`src/rtl/irq_prio_pkg.sv`:
```
package irq_prio_pkg;

    typedef enum logic [1:0] {
        RA_PEND = 2'd0,
        RA_MASK = 2'd1,
        RA_VEC  = 2'd2,
        RA_NONE = 2'd3
    } reg_addr_e;

    localparam int unsigned CODE_STRIDE_LOG2 = 2;

endpackage

```
`src/rtl/irq_level_merge.sv`:
```
module irq_level_merge #(
    parameter int unsigned N_PERIPH = 4,
    parameter int unsigned N_LEVELS = 8
) (
    input  logic [N_PERIPH-1:0]          periph_req_i,
    input  logic [N_PERIPH*N_LEVELS-1:0] periph_lvl_i,
    output logic [N_LEVELS-1:0]          level_o
);

    // level n is selected by field bit n counted from the MSB
    always_comb begin
        level_o = '0;
        for (int i = 0; i < N_PERIPH; i++) begin
            for (int n = 0; n < N_LEVELS; n++) begin
                if (periph_req_i[i] && periph_lvl_i[i*N_LEVELS + (N_LEVELS-1-n)]) begin
                    level_o[n] = 1'b1;
                end
            end
        end
    end

endmodule

```
`src/rtl/irq_pend_map.sv`:
```
module irq_pend_map #(
    parameter int unsigned N_LEVELS = 8,
    localparam int unsigned N_POS   = 2 * N_LEVELS
) (
    input  logic [N_LEVELS-1:0] pins_i,
    input  logic [N_LEVELS-1:0] levels_i,
    output logic [N_POS-1:0]    pend_o
);

    // position 2k = pin k, 2k+1 = level k; position p lives in bit N_POS-1-p
    for (genvar k = 0; k < N_LEVELS; k++) begin : g_slot
        assign pend_o[N_POS-1-2*k] = pins_i[k];
        assign pend_o[N_POS-2-2*k] = levels_i[k];
    end

endmodule

```
`src/rtl/irq_prio_pick.sv`:
```
module irq_prio_pick #(
    parameter int unsigned N_POS = 16,
    parameter int unsigned VEC_W = 8
) (
    input  logic [N_POS-1:0] active_i,
    output logic             hit_o,
    output logic [VEC_W-1:0] code_o
);

    import irq_prio_pkg::*;

    // scan from the weakest position down so the lowest one is left standing
    always_comb begin
        hit_o  = 1'b0;
        code_o = VEC_W'(N_POS) << CODE_STRIDE_LOG2;
        for (int p = N_POS - 1; p >= 0; p--) begin
            if (active_i[N_POS-1-p]) begin
                hit_o  = 1'b1;
                code_o = VEC_W'(p) << CODE_STRIDE_LOG2;
            end
        end
    end

endmodule

```
`src/rtl/irq_prio_ctrl.sv`:
```
module irq_prio_ctrl #(
    parameter int unsigned N_LEVELS = 8,
    parameter int unsigned N_PERIPH = 4,
    parameter int unsigned VEC_W    = 8,
    localparam int unsigned N_POS   = 2 * N_LEVELS
) (
    input  logic                         clk,
    input  logic                         rst_n,
    input  logic [N_LEVELS-1:0]          ext_pin_i,
    input  logic [N_PERIPH-1:0]          periph_req_i,
    input  logic [N_PERIPH*N_LEVELS-1:0] periph_lvl_i,
    input  logic                         reg_cs_i,
    input  logic                         reg_we_i,
    input  logic [1:0]                   reg_addr_i,
    input  logic [N_POS-1:0]             reg_wdata_i,
    output logic [N_POS-1:0]             reg_rdata_o,
    output logic                         irq_o
);

    import irq_prio_pkg::*;

    localparam logic [VEC_W-1:0] IDLE_CODE = VEC_W'(N_POS) << CODE_STRIDE_LOG2;

    typedef struct packed {
        logic [N_POS-1:0] pend;
        logic [N_POS-1:0] mask;
        logic [VEC_W-1:0] vec;
        logic             irq;
        logic [N_POS-1:0] rdata;
    } ctrl_state_t;

    ctrl_state_t s_d, s_q;

    logic [N_LEVELS-1:0] level_w;
    logic [N_POS-1:0]    pend_raw_w;
    logic                hit_w;
    logic [VEC_W-1:0]    code_w;

    irq_level_merge #(.N_PERIPH(N_PERIPH), .N_LEVELS(N_LEVELS)) u_merge (
        .periph_req_i (periph_req_i),
        .periph_lvl_i (periph_lvl_i),
        .level_o      (level_w)
    );

    irq_pend_map #(.N_LEVELS(N_LEVELS)) u_map (
        .pins_i   (ext_pin_i),
        .levels_i (level_w),
        .pend_o   (pend_raw_w)
    );

    irq_prio_pick #(.N_POS(N_POS), .VEC_W(VEC_W)) u_pick (
        .active_i (s_q.pend & s_q.mask),
        .hit_o    (hit_w),
        .code_o   (code_w)
    );

    always_comb begin
        s_d      = s_q;
        s_d.pend = pend_raw_w;
        s_d.irq  = hit_w;
        s_d.vec  = code_w;
        if (reg_cs_i && reg_we_i && (reg_addr_e'(reg_addr_i) == RA_MASK)) begin
            s_d.mask = reg_wdata_i;
        end
        if (reg_cs_i && !reg_we_i) begin
            case (reg_addr_e'(reg_addr_i))
                RA_PEND: s_d.rdata = s_q.pend;
                RA_MASK: s_d.rdata = s_q.mask;
                RA_VEC:  s_d.rdata = N_POS'(s_q.vec);
                default: s_d.rdata = '0;
            endcase
        end
    end

    always_ff @(posedge clk) begin
        if (!rst_n) begin
            s_q       <= '0;
            s_q.vec   <= IDLE_CODE;
        end else begin
            s_q <= s_d;
        end
    end

    assign reg_rdata_o = s_q.rdata;
    assign irq_o       = s_q.irq;

    logic [N_POS-1:0] pend_q, mask_q;
    logic [VEC_W-1:0] vec_q;
    assign pend_q = s_q.pend;
    assign mask_q = s_q.mask;
    assign vec_q  = s_q.vec;

endmodule

```
`config.mk`:
```
export PLATFORM = sky130hd
export DESIGN_NAME = irq_prio_ctrl
export DESIGN_NICKNAME = d
export VERILOG_FILES = /design/src/rtl/irq_prio_pkg.sv /design/src/rtl/irq_level_merge.sv /design/src/rtl/irq_pend_map.sv /design/src/rtl/irq_prio_pick.sv /design/src/rtl/irq_prio_ctrl.sv
export SDC_FILE = /design/constraint.sdc
export NUM_CORES = 1
export LEC_CHECK = 0
export ABC_AREA = 1
export BUFFER_PORTS_ARGS = -buffer_cell sky130_fd_sc_hd__buf_2
export CAP_MARGIN = 20
export CORE_UTILIZATION = 44
export DETAILED_ROUTE_END_ITERATION = 16
export PLACE_DENSITY = 0.65
export SLEW_MARGIN = 10
export SYNTH_ARGS = -nofsm -noshare
export SYNTH_HDL_FRONTEND = slang
export SYNTH_HIERARCHICAL = 1
export SYNTH_SLANG_ARGS = --single-unit
```
`constraint.sdc`:
```
create_clock -name clk -period 1.5 [get_ports clk]
set_input_delay 0.075 -clock clk [delete_from_list [all_inputs] [get_ports clk]]
set_output_delay 0.075 -clock clk [all_outputs]
set_load 0.01 [all_outputs]
```
# --- Word level (Yosys, flattened, before mapping) ---
# Index checks and enable logic that the tools add are counted.
totals:
  ff_bits: 57
  in_bits: 66
  output_inout_bits: 17
  wordCells: 121
classes:
  eq_ne: 2
  n_mux: 65
  bitwise_logic: 2
  n_reduce_logical: 42
op_table:
  columns: ["operator", "n"]
  rows:
  - ["2-to-1 mux 7 bit", 16]
  - ["2-to-1 mux 1 bit", 48]
  - ["one-hot mux 16 bit (3 select lines)", 1]
  - ["logical AND 1 bit", 35]
  - ["AND 16 bit", 1]
  - ["OR reduction 16 bit", 1]
  - ["OR reduction 9 bit", 1]
  - ["OR reduction 5 bit", 1]
  - ["OR reduction 3 bit", 1]
  - ["== test 2 x 1 -> 1 bit, second input constant", 1]
  - ["== test 2 bit, second input constant", 1]
  - ["logical NOT 2 bit", 1]
  - ["OR reduction 2 bit", 1]
  - ["logical NOT 1 bit", 1]
  - ["NOT 1 bit", 1]

# --- Depth between registers and ports, before layout ---
depth:
  ltp_word: 17
  mapped_depth: 19
  depth_no_buf: 19

# --- Cells and area by module ---
# The synthesis kept the hierarchy.
modules_own_cells:
  columns: ["module", "instances", "cells_per_inst", "area_each_um2", "seq_area_each_um2"]
  rows:
  - ["irq_prio_ctrl", 1, 304, 2247.2, 1141.1]
  - ["irq_level_merge", 1, 76, 290.3, 0.0]
  - ["irq_prio_pick", 1, 55, 246.5, 0.0]
  - ["irq_pend_map", 1, 16, 120.1, 0.0]

# --- Worst setup path after synthesis ---
# No wires, ideal clock.
synth_path:
  kind: "flip-flop to flip-flop"
  startpoint: "register s_q, in the netlist mask_q[2]"
  endpoint: "register s_q, in the netlist vec_q[2]"
  setup_ns: 0.057
  arrival_time_ns: 1.203
  t_required_ns: 1.443
  path_slack_ns: 0.240
  path_stages_with_launch: 19
  n_path_buf: 0
  synth_period_minus_slack_ns: 1.260
  cell_sequence: "dfxtp_1 > nand2_1 > inv_1 > inv_1 > nand2_1 > nand2_1 > nand2_1 > nand2_1 > nand2_1 > nand2_1 > nand2_1 > nand2_1 > nand2_1 > nand2_1 > nand2_1 > nand2_1 > a21oi_2 > nand2_1 > inv_1"
synth_between:
  elab_chain_cells: 14
synth_lines:
  columns: ["item", "line", "text"]
  rows:
  - ["start: declaration", "irq_prio_ctrl.sv:32", "ctrl_state_t s_d, s_q;"]
  - ["AND 16 bit", "irq_prio_ctrl.sv:52", ".active_i (s_q.pend & s_q.mask),"]
  - ["2-to-1 mux 7 bit (13 in series)", "irq_prio_pick.sv:17", "if (active_i[N_POS-1-p]) begin"]
# No other way between the ends.
# A chain may end at the register's enable or synchronous reset.

# --- Final worst setup path ---
layout_path:
  startpoint: "register s_q, in the netlist pend_q[0]"
  endpoint: "register s_q, in the netlist vec_q[2]"
layout_between:
  elab_chain_cells: 16
layout_lines:
  columns: ["item", "line"]
  rows:
  - ["AND 16 bit", "irq_prio_ctrl.sv:52"]
  - ["2-to-1 mux 7 bit (15 in series)", "irq_prio_pick.sv:17"]
# No other way between the ends.

==> out/qor.csv <==
metric,value,unit
final core occ,0.5600,
Row Count,29,
TritonRoute pass-1 iters,4,
clock buffer depth,2,
Post-Synth XOR/XNOR Area,0,
leakage,2.096,nW
RD Place Congestion,0.9029,
# diodes,0,
"Seq/Total Area, Yosys",0.3929,
crit end category,flip-flop,
Critical Path RT,1.78,ns
first-pass GRT wire length,11000,um
DP HPWL,4744,um
Hold Slack,0.008868,ns
RSZ-0062 raised after global routing,true,
outcome,finished clean,
# placed instances,582,
Compound-Gate Fraction of Synth Area,0.07023,
main combinational cell family by area after synthesis,simple AND/OR/NAND/NOR gates,
final setup violation count,0,
Worst VDD drop,0.5510,mV
synthesized area,0.002904,sq mm
TNS Setup,0,ns
number of global-route vias before repair,2565,
clock sinks,57,
I/O pin count,83,
pin count of the biggest net entering global routing,26,
GR Util All Layers,0.1970,
total power per unit cell area,912.7,mW/mm^2
Post-Synthesis Cells,451,
fill count,668,
root buf cell,clkbuf_8,
synthesized flop and latch total,57,
slowest cell delay on critical path,0.36,ns
Avg Synthesized Cell Area,6.439,sq um
drt total wl,6288,um
Period minus WS final,1.407,ns
mux contribution to synthesized area,0,
synth warn,6,
Max Slew Vio Count,0,
Post-route DRC,0,
max-cap violation count,0,
I/O Buffers,82,
Unique masters post-synth,29,
"worst slack, placed",0.1296,ns
Starting Density,0.4573,
Synth-to-Final Area Change,22.45,%
Crit path arrival time,1.68,ns
CTS Buf Count,9,
met1 GRT Util,0.2380,
Setup WS post-layout,0.09327,ns
final global-route overflow total,0,
critical path startpoint category,flip-flop,
drt first-iter violations,113,
Die W,83.24,um
fin cells,615,
Final Cycle Share,0.9378,
Crit Path Category,flip-flop to flip-flop,
Synth area leader,dfxtp_1,
worst hold path class,input pin to flip-flop,
adder-cell share of the synthesized area,0,
Vias,2712,
crit-path max FO,2,
initial antenna violation count,0,
dominant cells by area after synthesis,"dfxtp_1 39%, nand2_1 20%, inv_1 10%, nand3_1 6.4%, buf_4 5.4%",
wire per inst,10.22,um
clock slew at reported path FFs,0.06,ns
GRT busiest layer,met2,
Die Y,83.24,um
fin nets,599,
Peak Freq,710.9,MHz
Core Area,0.006350,sq mm
met3 GRT Util,0.04076,
met2 GRT Util,0.3346,
Worst-Skew Late Latency,0.33,ns
die area,0.006929,sq mm
Multi-input gate area,0.001211,sq mm
Final Hold Viols,0,
Register Area,0.001144,sq mm
post-synth top area share,0.3929,
clk_skew,0.009013,ns
"critical path, cell by cell","nand2_1, inv_1, nand2_1, nand2_1, nand2_1, nand2_1, nand2_1, nand2_1, nand2_1, nand2_1, nand2_1, nand2_1, nand2_1, nand2_1, nand2_1, a21oi_2, nand2_1, inv_1",
R2R Setup Slk,0.09,ns
post-synthesis simple-gate area fraction,0.3378,
CTS tree,yes,
Worst path slowest cell,dfxtp_1,
Crit path top cell by count,nand2_1,
"antenna viol nets, final",0,
share of cells above drive strength 1,0.2230,
via/cell ratio,4.410,
H-tree levels,3,
[what timing repair did]
action	in CTS	in global routing
endpoints found under the setup margin	0	3
hold buffers	16	0
resized for setup	0	6
endpoints found under the hold margin	16	0
buffers inserted	0	1
[cell usage after synthesis (all sizes together)]
cell      n
buf      27
nor4      1
a21oi    12
inv      86
nor3      3
conb      1
o211ai    8
nand3    38
clkinv    2
o21ai    16
nand2   151
nor2     39
dfxtp    57
or2       2
clkbuf    8
[sequential cells by signal, summed over array words and instances, names as in the netlist]
name	count
reg_rdata_o	16
mask_q	16
irq_o	1
vec_q	8
pend_q	16
[report_power, final]
group	switching [W]	internal, W
combinational	0.000255	0.000212
sequential	0.0000418	0.00159
clock	0.000555	0.000588
total	0.000852	0.00239
[layout make-up]
class                      instances  share of cell area
multi-input combinational        273              0.3406
clock buffer                      12             0.03800
inverter                          88             0.09395
tap                               77             0.02709
timing repair buffer             104              0.1731
sequential                        57              0.3216
clock inverter                     4            0.005630
[per-stage QoR]
step / instance area, sq um / total power, W
6_report: 3556 / 0.003246
5_1_grt: 3556 / 0.003432
4_1_cts: 3531 / 0.003280
3_5_place_dp: 3216 / 0.002098
3_3_place_gp: 3216 / 0.002092
2_1_floorplan: 2912 / 0.001978
[cell usage in the layout, fill, tap and decap left out, drive strengths merged]
master and count:
nand2 151, buf 88, inv 86, dfxtp 57
nor2 39, nand3 38, dlygate4sd3 16, o21ai 16
a21oi 12, clkbuf 12, o211ai 8, clkinv 6
conb 3, nor3 3, or2 2, nor4 1
[final timing paths]
| kind | start | end | depth (start not counted) |
|---|---|---|---|
| worst max-delay path | pend_q[0]$_SDFF_PN0_ | vec_q[2]$_SDFF_PN0_ | 18 |
| worst min register to register | reg_rdata_o[7]$_SDFFE_PN0P_ | reg_rdata_o[7]$_SDFFE_PN0P_ | 2 |
| worst max register to register | pend_q[0]$_SDFF_PN0_ | vec_q[2]$_SDFF_PN0_ | 18 |
| worst min-delay path | reg_wdata_i[0] | mask_q[0]$_SDFFE_PN0P_ | 3 |
[metal layers]
layer | wire length [um] | vias up
met5 | 0 | -
met4 | 102 | 0
met3 | 259 | 9
met2 | 2888 | 71
met1 | 3037 | 1146
li1 | - | 1486
[critical path, delay by kind of cell (launching register included)]
kind,cells,cell delay [ns]
AO/OA/AOI/OAI,1,0.12
buffers and inverters,2,0.11
AND/OR/NAND/NOR,15,0.79
flip-flops,1,0.36
[cells by family (layout without fill, tap and decap cells)]
group | after synthesis | in the layout
simple gates | 234 | 234
buf+inv | 123 | 208
flops | 57 | 57
compound gates | 36 | 36
other cells | 1 | 3
(Power assumes the default switching activity.)
